<file path="src/rtl/inorder_cbuf_pkg.sv">
package inorder_cbuf_pkg;

   typedef enum logic {
      WRAP_POW2 = 1'b0,
      WRAP_CMP  = 1'b1
   } wrap_e;

   function automatic wrap_e pick_wrap(input int depth);
      if ((depth & (depth - 1)) == 0) return WRAP_POW2;
      return WRAP_CMP;
   endfunction

endpackage

</file>
<file path="src/rtl/inorder_cbuf_ptrs.sv">
module inorder_cbuf_ptrs #(
   parameter int DEPTH = 16,
   localparam int TOK_W = (DEPTH > 1) ? $clog2(DEPTH) : 1,
   localparam int CNT_W = $clog2(DEPTH + 1)
) (
   input  logic             clk,
   input  logic             rst_n,
   input  logic             issue_fire,
   input  logic             read_fire,
   output logic [TOK_W-1:0] wr_ptr,
   output logic [TOK_W-1:0] rd_ptr,
   output logic             full
);
   import inorder_cbuf_pkg::*;

   localparam wrap_e           WRAP = pick_wrap(DEPTH);
   localparam logic [TOK_W-1:0] LAST = TOK_W'(DEPTH - 1);
   localparam logic [CNT_W-1:0] CAP  = CNT_W'(DEPTH);

   logic [TOK_W-1:0] wr_nxt, rd_nxt;
   logic [CNT_W-1:0] cnt_q;

   // the pointer wrap is picked by the depth
   generate
      if (WRAP == WRAP_POW2) begin : g_wrap_pow2
         assign wr_nxt = wr_ptr + 1'b1;
         assign rd_nxt = rd_ptr + 1'b1;
      end else begin : g_wrap_cmp
         assign wr_nxt = (wr_ptr == LAST) ? '0 : wr_ptr + 1'b1;
         assign rd_nxt = (rd_ptr == LAST) ? '0 : rd_ptr + 1'b1;
      end
   endgenerate

   always_ff @(posedge clk) begin
      if (!rst_n) begin
         wr_ptr <= '0;
         rd_ptr <= '0;
         cnt_q  <= '0;
      end else begin
         if (issue_fire) wr_ptr <= wr_nxt;
         if (read_fire)  rd_ptr <= rd_nxt;
         cnt_q <= cnt_q + CNT_W'(issue_fire) - CNT_W'(read_fire);
      end
   end

   assign full = (cnt_q == CAP);

endmodule

</file>
<file path="src/rtl/inorder_cbuf_slots.sv">
module inorder_cbuf_slots #(
   parameter int DEPTH  = 16,
   parameter int DATA_W = 32,
   localparam int TOK_W = (DEPTH > 1) ? $clog2(DEPTH) : 1
) (
   input  logic              clk,
   input  logic              rst_n,
   input  logic              set_en,
   input  logic [TOK_W-1:0]  set_idx,
   input  logic [DATA_W-1:0] set_data,
   input  logic              clr_en,
   input  logic [TOK_W-1:0]  head_idx,
   output logic              head_filled,
   output logic [DATA_W-1:0] head_data
);
   logic [DEPTH-1:0]  filled_vec;
   logic [DATA_W-1:0] data_arr [DEPTH];

   generate
      for (genvar i = 0; i < DEPTH; i++) begin : g_slot
         logic              hit_set;
         logic              hit_clr;
         logic              f_q;
         logic [DATA_W-1:0] d_q;

         assign hit_set = set_en && (set_idx == TOK_W'(i));
         assign hit_clr = clr_en && (head_idx == TOK_W'(i));

         always_ff @(posedge clk) begin
            if (!rst_n) begin
               f_q <= 1'b0;
            end else begin
               if (hit_clr) f_q <= 1'b0;
               if (hit_set) f_q <= 1'b1;
            end
         end

         always_ff @(posedge clk) begin
            if (hit_set) d_q <= set_data;
         end

         assign filled_vec[i] = f_q;
         assign data_arr[i]   = d_q;
      end
   endgenerate

   // registered flags: a write made this cycle shows on the next one
   assign head_filled = filled_vec[head_idx];
   assign head_data   = data_arr[head_idx];

endmodule

</file>
<file path="src/rtl/inorder_cbuf.sv">
module inorder_cbuf #(
   parameter int DEPTH  = 16,
   parameter int DATA_W = 32,
   localparam int TOK_W = (DEPTH > 1) ? $clog2(DEPTH) : 1
) (
   input  logic              clk,
   input  logic              rst_n,
   output logic              tok_valid,
   input  logic              tok_ready,
   output logic [TOK_W-1:0]  tok_id,
   input  logic              wr_valid,
   output logic              wr_ready,
   input  logic [TOK_W-1:0]  wr_tok,
   input  logic [DATA_W-1:0] wr_data,
   output logic              rd_valid,
   input  logic              rd_ready,
   output logic [DATA_W-1:0] rd_data
);
   generate
      if (DEPTH < 2) begin : g_bad_depth
         $error("inorder_cbuf: DEPTH must be at least 2");
      end
      if (DATA_W < 1) begin : g_bad_width
         $error("inorder_cbuf: DATA_W must be at least 1");
      end
   endgenerate

   logic             issue_fire, read_fire, write_fire, full;
   logic [TOK_W-1:0] wr_ptr, rd_ptr;

   assign read_fire  = rd_valid && rd_ready;
   // a slot freed by a read may be handed out again in the same cycle
   assign tok_valid  = !full || read_fire;
   assign issue_fire = tok_valid && tok_ready;
   assign wr_ready   = 1'b1;
   assign write_fire = wr_valid;
   assign tok_id     = wr_ptr;

   inorder_cbuf_ptrs #(.DEPTH(DEPTH)) u_ptrs (
      .clk        (clk),
      .rst_n      (rst_n),
      .issue_fire (issue_fire),
      .read_fire  (read_fire),
      .wr_ptr     (wr_ptr),
      .rd_ptr     (rd_ptr),
      .full       (full)
   );

   inorder_cbuf_slots #(.DEPTH(DEPTH), .DATA_W(DATA_W)) u_slots (
      .clk         (clk),
      .rst_n       (rst_n),
      .set_en      (write_fire),
      .set_idx     (wr_tok),
      .set_data    (wr_data),
      .clr_en      (read_fire),
      .head_idx    (rd_ptr),
      .head_filled (rd_valid),
      .head_data   (rd_data)
   );

endmodule

</file>
<file path="config.mk">
export PLATFORM = sky130hd
export DESIGN_NAME = inorder_cbuf
export DESIGN_NICKNAME = d
export VERILOG_FILES = /design/src/rtl/inorder_cbuf_pkg.sv /design/src/rtl/inorder_cbuf_ptrs.sv /design/src/rtl/inorder_cbuf_slots.sv /design/src/rtl/inorder_cbuf.sv
export SDC_FILE = /design/constraint.sdc
export NUM_CORES = 1
export LEC_CHECK = 0
export ABC_CLOCK_PERIOD_IN_PS = 3950
export BUFFER_PORTS_ARGS = -buffer_cell sky130_fd_sc_hd__buf_2
export CAP_MARGIN = 20
export CORE_MARGIN = 2
export CORE_UTILIZATION = 30
export CTS_BUF_LIST = sky130_fd_sc_hd__clkbuf_4 sky130_fd_sc_hd__clkbuf_8 sky130_fd_sc_hd__clkbuf_16
export CTS_CLUSTER_DIAMETER = 30
export DETAILED_ROUTE_END_ITERATION = 10
export SLEW_MARGIN = 20
export SYNTH_ARGS = -nofsm -noshare
export SYNTH_HDL_FRONTEND = slang
export SYNTH_SLANG_ARGS = --single-unit
</file>
<file path="constraint.sdc">
create_clock -name clk -period 3.95 [get_ports clk]
set_input_delay 0.1975 -clock clk [delete_from_list [all_inputs] [get_ports clk]]
set_output_delay 0.1975 -clock clk [all_outputs]
set_load 0.005 [all_outputs]
</file>
* After elaboration in Yosys (flattened, before gate mapping)
Cells that the tools add are included.
** Cells by class
- Add/sub/neg operators :: 4
- $lt $le $gt $ge :: 2
- Equality and inequality tests :: 31
- Multiplexer cells :: 37
- Bitwise gates (word level) :: 1
- Reduce and logical (&&, ||, !) cells :: 54
** Operator list (number)
- 32-bit binary-select mux with 4-bit select :: 1
- 4-bit equality test, second input constant :: 16
- 32-bit two-way mux :: 2
- 1-bit logical AND :: 34
- 1-bit two-way mux :: 33
- 4-bit by 3-bit equality test with 1-bit output, second input constant :: 8
- 2-bit nonzero test :: 16
- 4-bit by 2-bit equality test with 1-bit output, second input constant :: 4
- 4-bit by 1-bit adder with 4-bit output, second input constant :: 2
- 4-bit by 1-bit equality test with 1-bit output, second input constant :: 2
- 4-bit zero test :: 2
- 5-bit by 1-bit adder with 5-bit output :: 1
- 5-bit equality test, second input constant :: 1
- 5-bit greater-or-equal comparator, second input constant :: 1
- 4-bit by 5-bit < comparator with 1-bit output, second input constant :: 1
- 4-bit NOT with 5-bit output :: 1
- 5-bit by 1-bit subtractor with 5-bit output :: 1
- 1-bit binary-select mux with 4-bit select :: 1
- 1-bit zero test :: 1
- 1-bit logical OR :: 1
** Storage, ports and cells
- Register bits :: 541
- Input bits :: 41
- Output and inout port bits :: 39
- Logic and storage cells :: 164

* Logic depth before layout (Yosys ltp)
- Depth in word-level cells :: 7
- Gate-level depth with buffers :: 14
- Gate-level depth less buffers :: 12

* By module
From an unflattened synthesis, not the netlist that was laid out.
** Unflattened totals
- Cells, all modules :: 944
- Area total of the unflattened synthesis :: 20628.5 sq um
** Modules (own cells, without submodules)
- inorder_cbuf_slots :: instances 1, cells an instance 873, area an instance 19951.6 sq um, sequential area each 15695.1 sq um
- inorder_cbuf_ptrs :: instances 1, cells an instance 65, area an instance 640.6 sq um, sequential area each 260.2 sq um
- inorder_cbuf :: instances 1, cells an instance 6, area an instance 36.3 sq um, sequential area each 0.0 sq um

* Worst setup path before layout
OpenSTA, ideal clock, no wires.
- Kind :: input-to-reg
- Start point :: input port wr_tok[3]
- End point :: register u_slots.g_slot[0].f_q
- Setup time :: 0.079 ns
- Data arrival time :: 3.389 ns
- Required time :: 3.871 ns
- Slack :: 0.482 ns
- Stages :: 4
- Buffers on the path :: 0
- Cells stage by stage :: or3b_2 > nor3_1 > o21ai_0 > a21oi_1
** On the way
- Cells in the longest elaborated chain, start to end :: 3
- Elaborated cells between the ends (all ways) :: 4
- Classes of those cells :: 1 x mux; 3 x reduce/logical
** Ends and longest elaborated chain
- start, declared :: line inorder_cbuf.sv:13 : input logic [TOK_W-1:0] wr_tok,
- 4-bit zero test * :: line inorder_cbuf_slots.sv:26 : assign hit_set = set_en && (set_idx == TOK_W'(i));
- 1-bit logical AND * :: line inorder_cbuf_slots.sv:26
- named net u_slots.g_slot[0].hit_set :: line inorder_cbuf_slots.sv:21 : logic hit_set;
- 1-bit two-way mux or 2-bit nonzero test (tied branches)
- end signal, assigned :: line inorder_cbuf_slots.sv:31 : f_q <= 1'b0;
- end signal, assigned :: line inorder_cbuf_slots.sv:33 : if (hit_clr) f_q <= 1'b0;
- end signal, assigned :: line inorder_cbuf_slots.sv:34 : if (hit_set) f_q <= 1'b1;
- end, declared :: line inorder_cbuf_slots.sv:23 : logic f_q;
Mark *: on every way through the listed nets, which the timed path passes. The rest lies on a longest branch.
A chain may end at the register's enable or synchronous reset.

* Worst setup path in the final report
- Start point :: register u_ptrs.rd_ptr[1]
- End point :: output port rd_data[1]
** On the way
- Cells in the longest elaborated chain, start to end :: 4
** Ends and longest elaborated chain
- start, declared :: line inorder_cbuf_ptrs.sv:11 : output logic [TOK_W-1:0] rd_ptr,
- start signal, assigned :: line inorder_cbuf_ptrs.sv:41 : if (read_fire) rd_ptr <= rd_nxt;
- 4-bit NOT with 5-bit output (implied by the code) :: line inorder_cbuf_slots.sv:49 : assign head_data = data_arr[head_idx];
- 32-bit binary-select mux with 4-bit select :: line inorder_cbuf_slots.sv:49
- 32-bit two-way mux (implied by the code) (2 in a row) :: line inorder_cbuf_slots.sv:49
- end, declared :: line inorder_cbuf.sv:17 : output logic [DATA_W-1:0] rd_data
No other way between the ends. The select of a mux whose other input is x is not followed.

==> metrics.txt <==
# TYPE chip_impl_metric gauge
chip_impl_metric{name="ant_nets_after_route",unit=""} 0
chip_impl_metric{name="antenna_found_initial",unit=""} 3
chip_impl_metric{name="cell_internal_power",unit="uW"} 12600
chip_impl_info{name="path_delay_family",value="buffers and inverters"} 1
chip_impl_metric{name="die_w",unit="um"} 268
chip_impl_metric{name="core",unit="um2"} 68800
chip_impl_metric{name="setup_violations",unit=""} 0
chip_impl_metric{name="worst_ep_arrival",unit="ns"} 3.51
chip_impl_metric{name="utilization",unit=""} 0.387
chip_impl_metric{name="synth.net_count",unit=""} 971
chip_impl_metric{name="design_power_total",unit="uW"} 16000
chip_impl_info{name="run_status",value="finished clean"} 1
chip_impl_metric{name="grt_util_all_layers",unit=""} 0.134
chip_impl_metric{name="synth.ff_latch_count",unit=""} 541
chip_impl_metric{name="synth_compound_area_frac",unit=""} 0.0151
chip_impl_metric{name="cp_peak_stage_delay",unit="ns"} 0.66
chip_impl_metric{name="avgViaCountPerCell",unit=""} 4.73
chip_impl_metric{name="clk_pin_slew",unit="ns"} 0.05
chip_impl_info{name="tritoncts_clock_tree",value="yes"} 1
chip_impl_metric{name="grt_max_degree",unit=""} 85
chip_impl_metric{name="synthesis.area_per_instance",unit="um2"} 22.8
chip_impl_info{name="combinational_family_with_the_most_area_after_synthesis",value="multiplexers"} 1
chip_impl_metric{name="critical_path_peak_fanout",unit=""} 44
chip_impl_metric{name="final_net_count",unit=""} 1174
chip_impl_metric{name="numCtsBuffers",unit=""} 102
chip_impl_metric{name="worst-r2r-setup-slack",unit="ns"} 0.91
chip_impl_metric{name="multi_input_area",unit="um2"} 4770
chip_impl_metric{name="finalMaxSlewViolations",unit=""} 0
chip_impl_metric{name="worst-path-buf-inv",unit=""} 3
chip_impl_info{name="path_cells",value="buf_4 -> buf_4 -> mux4_2 -> mux4_2 -> buf_2"} 1
chip_impl_metric{name="fp.dieH",unit="um"} 268
chip_impl_info{name="slowest_stage",value="sky130_fd_sc_hd__buf_4"} 1
chip_impl_metric{name="die_area",unit="um2"} 71900
chip_impl_metric{name="vdd.ir_drop.worst",unit="mV"} 0.308
chip_impl_metric{name="share_seq_of_total_power",unit=""} 0.403
chip_impl_metric{name="clock_sinks",unit=""} 541
chip_impl_metric{name="switching_share",unit=""} 0.212
chip_impl_metric{name="post-route-period-util",unit=""} 0.940
chip_impl_info{name="clock_tree.root_cell",value="sky130_fd_sc_hd__clkbuf_16"} 1
chip_impl_info{name="hp-class",value="input pin to flip-flop"} 1
chip_impl_metric{name="drt_iter0_drc",unit=""} 791
chip_impl_metric{name="netSwitchingPower",unit="uW"} 3390
chip_impl_metric{name="first_global_vias",unit=""} 10700
chip_impl_info{name="synth_top_flop_cell",value="sky130_fd_sc_hd__edfxtp_1"} 1
chip_impl_info{name="crit_path_end_kind",value="primary output"} 1
chip_impl_metric{name="totalNegativeSetupSlack",unit="ns"} 0
chip_impl_metric{name="crit_required",unit="ns"} 3.75
chip_impl_metric{name="post_synth_design_cell_area",unit="um2"} 20900
chip_impl_metric{name="grt_pass1_wl",unit="um"} 70400
chip_impl_metric{name="postSynthCellCount",unit=""} 918
chip_impl_metric{name="final_period_minus_worst_setup_slack",unit="ns"} 3.71
chip_impl_metric{name="syn_to_final_growth",unit="%"} 27.2
chip_impl_info{name="rsz0062_at_grt",value="false"} 1
chip_impl_metric{name="drv.max_cap_violation_count",unit=""} 0
chip_impl_metric{name="drive_above_1_share",unit=""} 0.394
chip_impl_metric{name="post_synth_mux_area_share",unit=""} 0.178
chip_impl_metric{name="drtPass1Iterations",unit=""} 4
chip_impl_metric{name="tightest_slew",unit="ns"} 0.973
chip_impl_metric{name="gate_power_share",unit=""} 0.033
chip_impl_metric{name="global_route.overflow_total",unit=""} 0
chip_impl_metric{name="finalWeightedCongestion",unit=""} 0.708
chip_impl_metric{name="pwr_density_cell",unit="nW/um2"} 602
chip_impl_metric{name="placed_cells_incl_taps",unit=""} 1912
chip_impl_metric{name="yosys.area_share.simple",unit=""} 0.0200
chip_impl_metric{name="floorplan.initialDensity",unit=""} 0.304
chip_impl_metric{name="pleak",unit="uW"} 0.00843
chip_impl_info{name="timing.critical_path.from_type",value="flip-flop"} 1
chip_impl_metric{name="area.sequential",unit="um2"} 16000
chip_impl_metric{name="drt-total-wl",unit="um"} 47500
chip_impl_metric{name="max_clock_freq",unit="MHz"} 269
chip_impl_metric{name="worst_skew_pair.late_latency",unit="ns"} 0.63
chip_impl_metric{name="h-tree-depth",unit=""} 3
chip_impl_metric{name="floorplan.io_pins",unit=""} 80
chip_impl_metric{name="clock_power_share",unit=""} 0.563
chip_impl_metric{name="synth_enable_flop_cells",unit=""} 512
chip_impl_metric{name="route.vias.total",unit=""} 10100
chip_impl_metric{name="synth.yosys.seq_area_share",unit=""} 0.762
chip_impl_metric{name="dp_hpwl",unit="um"} 25300
chip_impl_metric{name="ctsLongestPathBuffers",unit=""} 3
chip_impl_metric{name="detail_route.drc_violations",unit=""} 0
chip_impl_metric{name="finalClockSkew",unit="ns"} 0.0134
chip_impl_metric{name="ys_warn_count",unit=""} 0
chip_impl_metric{name="port_buffers",unit=""} 78
chip_impl_metric{name="cts-resized-gates",unit=""} 0
chip_impl_metric{name="count_of_fill_cells_added_during_filler_insertion",unit=""} 6097
chip_impl_metric{name="routed_wire_length_per_instance",unit="um"} 22.2
chip_impl_metric{name="headroom_to_the_max_slew_limit",unit=""} 0.351
chip_impl_metric{name="core.rowCount",unit=""} 96
chip_impl_metric{name="synthArstFlopShare",unit=""} 0
chip_impl_info{name="criticalPathCategory",value="flip-flop to primary output"} 1
chip_impl_metric{name="synth-adder-area-share",unit=""} 0.00753
chip_impl_metric{name="total_count_of_hold_check_failures_in_the_final_report",unit=""} 0
chip_impl_metric{name="cts.repair_timing.setup_buffer_count",unit=""} 0
chip_impl_metric{name="layoutNonFillerInstCount",unit=""} 2139
chip_impl_metric{name="post_synth_num_cell_types",unit=""} 42
chip_impl_metric{name="ctsHoldBuffers",unit=""} 35
chip_impl_metric{name="synthXorXnorAreaFrac",unit=""} 0.00125
==> stage by stage <==
stage | instance area (um2) | hold slack (ns) | setup WS, ns
floorplan | 20900 | 0.296 | 0.482
global placement | 22600 | 0.464 | 0.892
detailed placement | 22600 | 0.469 | 0.887
CTS | 26600 | 0.0237 | 0.199
global route | 26600 | 0.0799 | 0.120
finish | 26600 | 0.0463 | 0.238
==> per-layer routing <==
metal  GRT usage  up-vias  routed length [um]
met1       0.184     5404               21100
met4      0.0438        4                 854
li1            -     4347                   -
met2       0.211      277               22800
met3      0.0317       76                2750
met5           0        -                  28
==> registers in the layout, summed over array words and instances, names as in the netlist <==
name,count
u_ptrs.rd_ptr,4
u_ptrs.cnt_q,5
u_slots.g_slot.d_q,512
u_slots.g_slot.f_q,16
u_ptrs.wr_ptr,4
==> final timing paths <==
kind | start | end | cells after the start
max | u_ptrs.rd_ptr[1] | rd_data[1] | 5
min | rst_n | u_ptrs.wr_ptr[3] | 3
max reg2reg | u_ptrs.rd_ptr[1] | u_ptrs.cnt_q[4] | 12
min reg2reg | u_ptrs.wr_ptr[3] | u_ptrs.wr_ptr[3] | 2
==> cells in the final DEF, fill, tap and decap left out, drive strengths merged, types with 3 or more instances in the layout <==
cell type,Yosys,routed
bufinv,0,17
nor2,16,16
dfxtp,29,29
nand3,8,8
buf,33,109
ha,11,11
nor2b,11,11
inv,17,35
nand2,12,12
nand2b,6,6
clkinv,0,30
clkbuf,12,108
and2,3,3
nor3,7,7
nand4,3,3
mux4,160,160
o21ai,21,21
a31oi,12,12
mux2i,12,12
a21oi,11,11
edfxtp,512,512
clkinvlp,0,17
dlygate4sd3,0,35
==> area by class of cell <==
| cell class | instances | area share |
|---|---|---|
| clock buffers | 108 | 0.0982 |
| inverters | 17 | 0.00240 |
| repair buffers | 144 | 0.0378 |
| flip-flops and latches | 541 | 0.600 |
| clock inverters | 82 | 0.0393 |
| diodes | 1 | 0.0000940 |
| well taps | 931 | 0.0437 |
| multi-input cells | 315 | 0.179 |
==> logic make-up after synthesis <==
group,Yosys count
flops,541
mux,173
simple gates,75
buf+inv,62
compound gates,51
fa+ha+maj,12
xor+xnor,3
other cells,1
==> Yosys cell counts, types with 2 or more instances <==
library cell | instances | area [um2]
sky130_fd_sc_hd__and2_1 | 3 | 18.8
sky130_fd_sc_hd__inv_1 | 17 | 63.8
sky130_fd_sc_hd__a21oi_1 | 11 | 55.1
sky130_fd_sc_hd__mux2i_1 | 12 | 120
sky130_fd_sc_hd__buf_2 | 18 | 90.1
sky130_fd_sc_hd__buf_4 | 3 | 22.5
sky130_fd_sc_hd__a41oi_1 | 2 | 17.5
sky130_fd_sc_hd__nand2b_1 | 6 | 37.5
sky130_fd_sc_hd__ha_1 | 11 | 138
sky130_fd_sc_hd__nand3b_1 | 2 | 15.0
sky130_fd_sc_hd__edfxtp_1 | 512 | 15400
sky130_fd_sc_hd__xnor2_1 | 2 | 17.5
sky130_fd_sc_hd__nor2b_1 | 11 | 68.8
sky130_fd_sc_hd__o21ai_0 | 21 | 105
sky130_fd_sc_hd__and4_1 | 2 | 17.5
sky130_fd_sc_hd__nand2_1 | 12 | 45.0
sky130_fd_sc_hd__buf_1 | 4 | 15.0
sky130_fd_sc_hd__nor2_1 | 16 | 60.1
sky130_fd_sc_hd__nor3_1 | 7 | 35.0
sky130_fd_sc_hd__or3_1 | 2 | 12.5
sky130_fd_sc_hd__nand3_1 | 8 | 40.0
sky130_fd_sc_hd__a31oi_1 | 11 | 68.8
sky130_fd_sc_hd__mux4_2 | 160 | 3600
sky130_fd_sc_hd__clkbuf_1 | 12 | 45.0
sky130_fd_sc_hd__buf_6 | 8 | 90.1
sky130_fd_sc_hd__dfxtp_1 | 29 | 581
==> worst reg2reg max path: stages, from the launching register on <==
cell and delay, ns:
sky130_fd_sc_hd__dfxtp_4 0.45, sky130_fd_sc_hd__mux2i_1 0.21, sky130_fd_sc_hd__nand3_1 0.18, sky130_fd_sc_hd__nand4_4 0.22, sky130_fd_sc_hd__nand2_1 0.20, sky130_fd_sc_hd__ha_1 0.33
sky130_fd_sc_hd__inv_1 0.04, sky130_fd_sc_hd__ha_1 0.20, sky130_fd_sc_hd__fa_1 0.43, sky130_fd_sc_hd__a21oi_1 0.17, sky130_fd_sc_hd__nor2_1 0.06, sky130_fd_sc_hd__or3_1 0.34
sky130_fd_sc_hd__a21oi_1 0.14
==> power groups by stage <==
stage / clock network [uW] / registers [uW] / logic (uW)
after floorplan: 0 / 6570 / 306
after global placement: 0 / 6570 / 499
after detailed placement: 0 / 6570 / 513
after CTS: 9180 / 6460 / 547
after global routing: 9460 / 6470 / 595
final: 9040 / 6460 / 537
(Power assumes the default switching activity.)
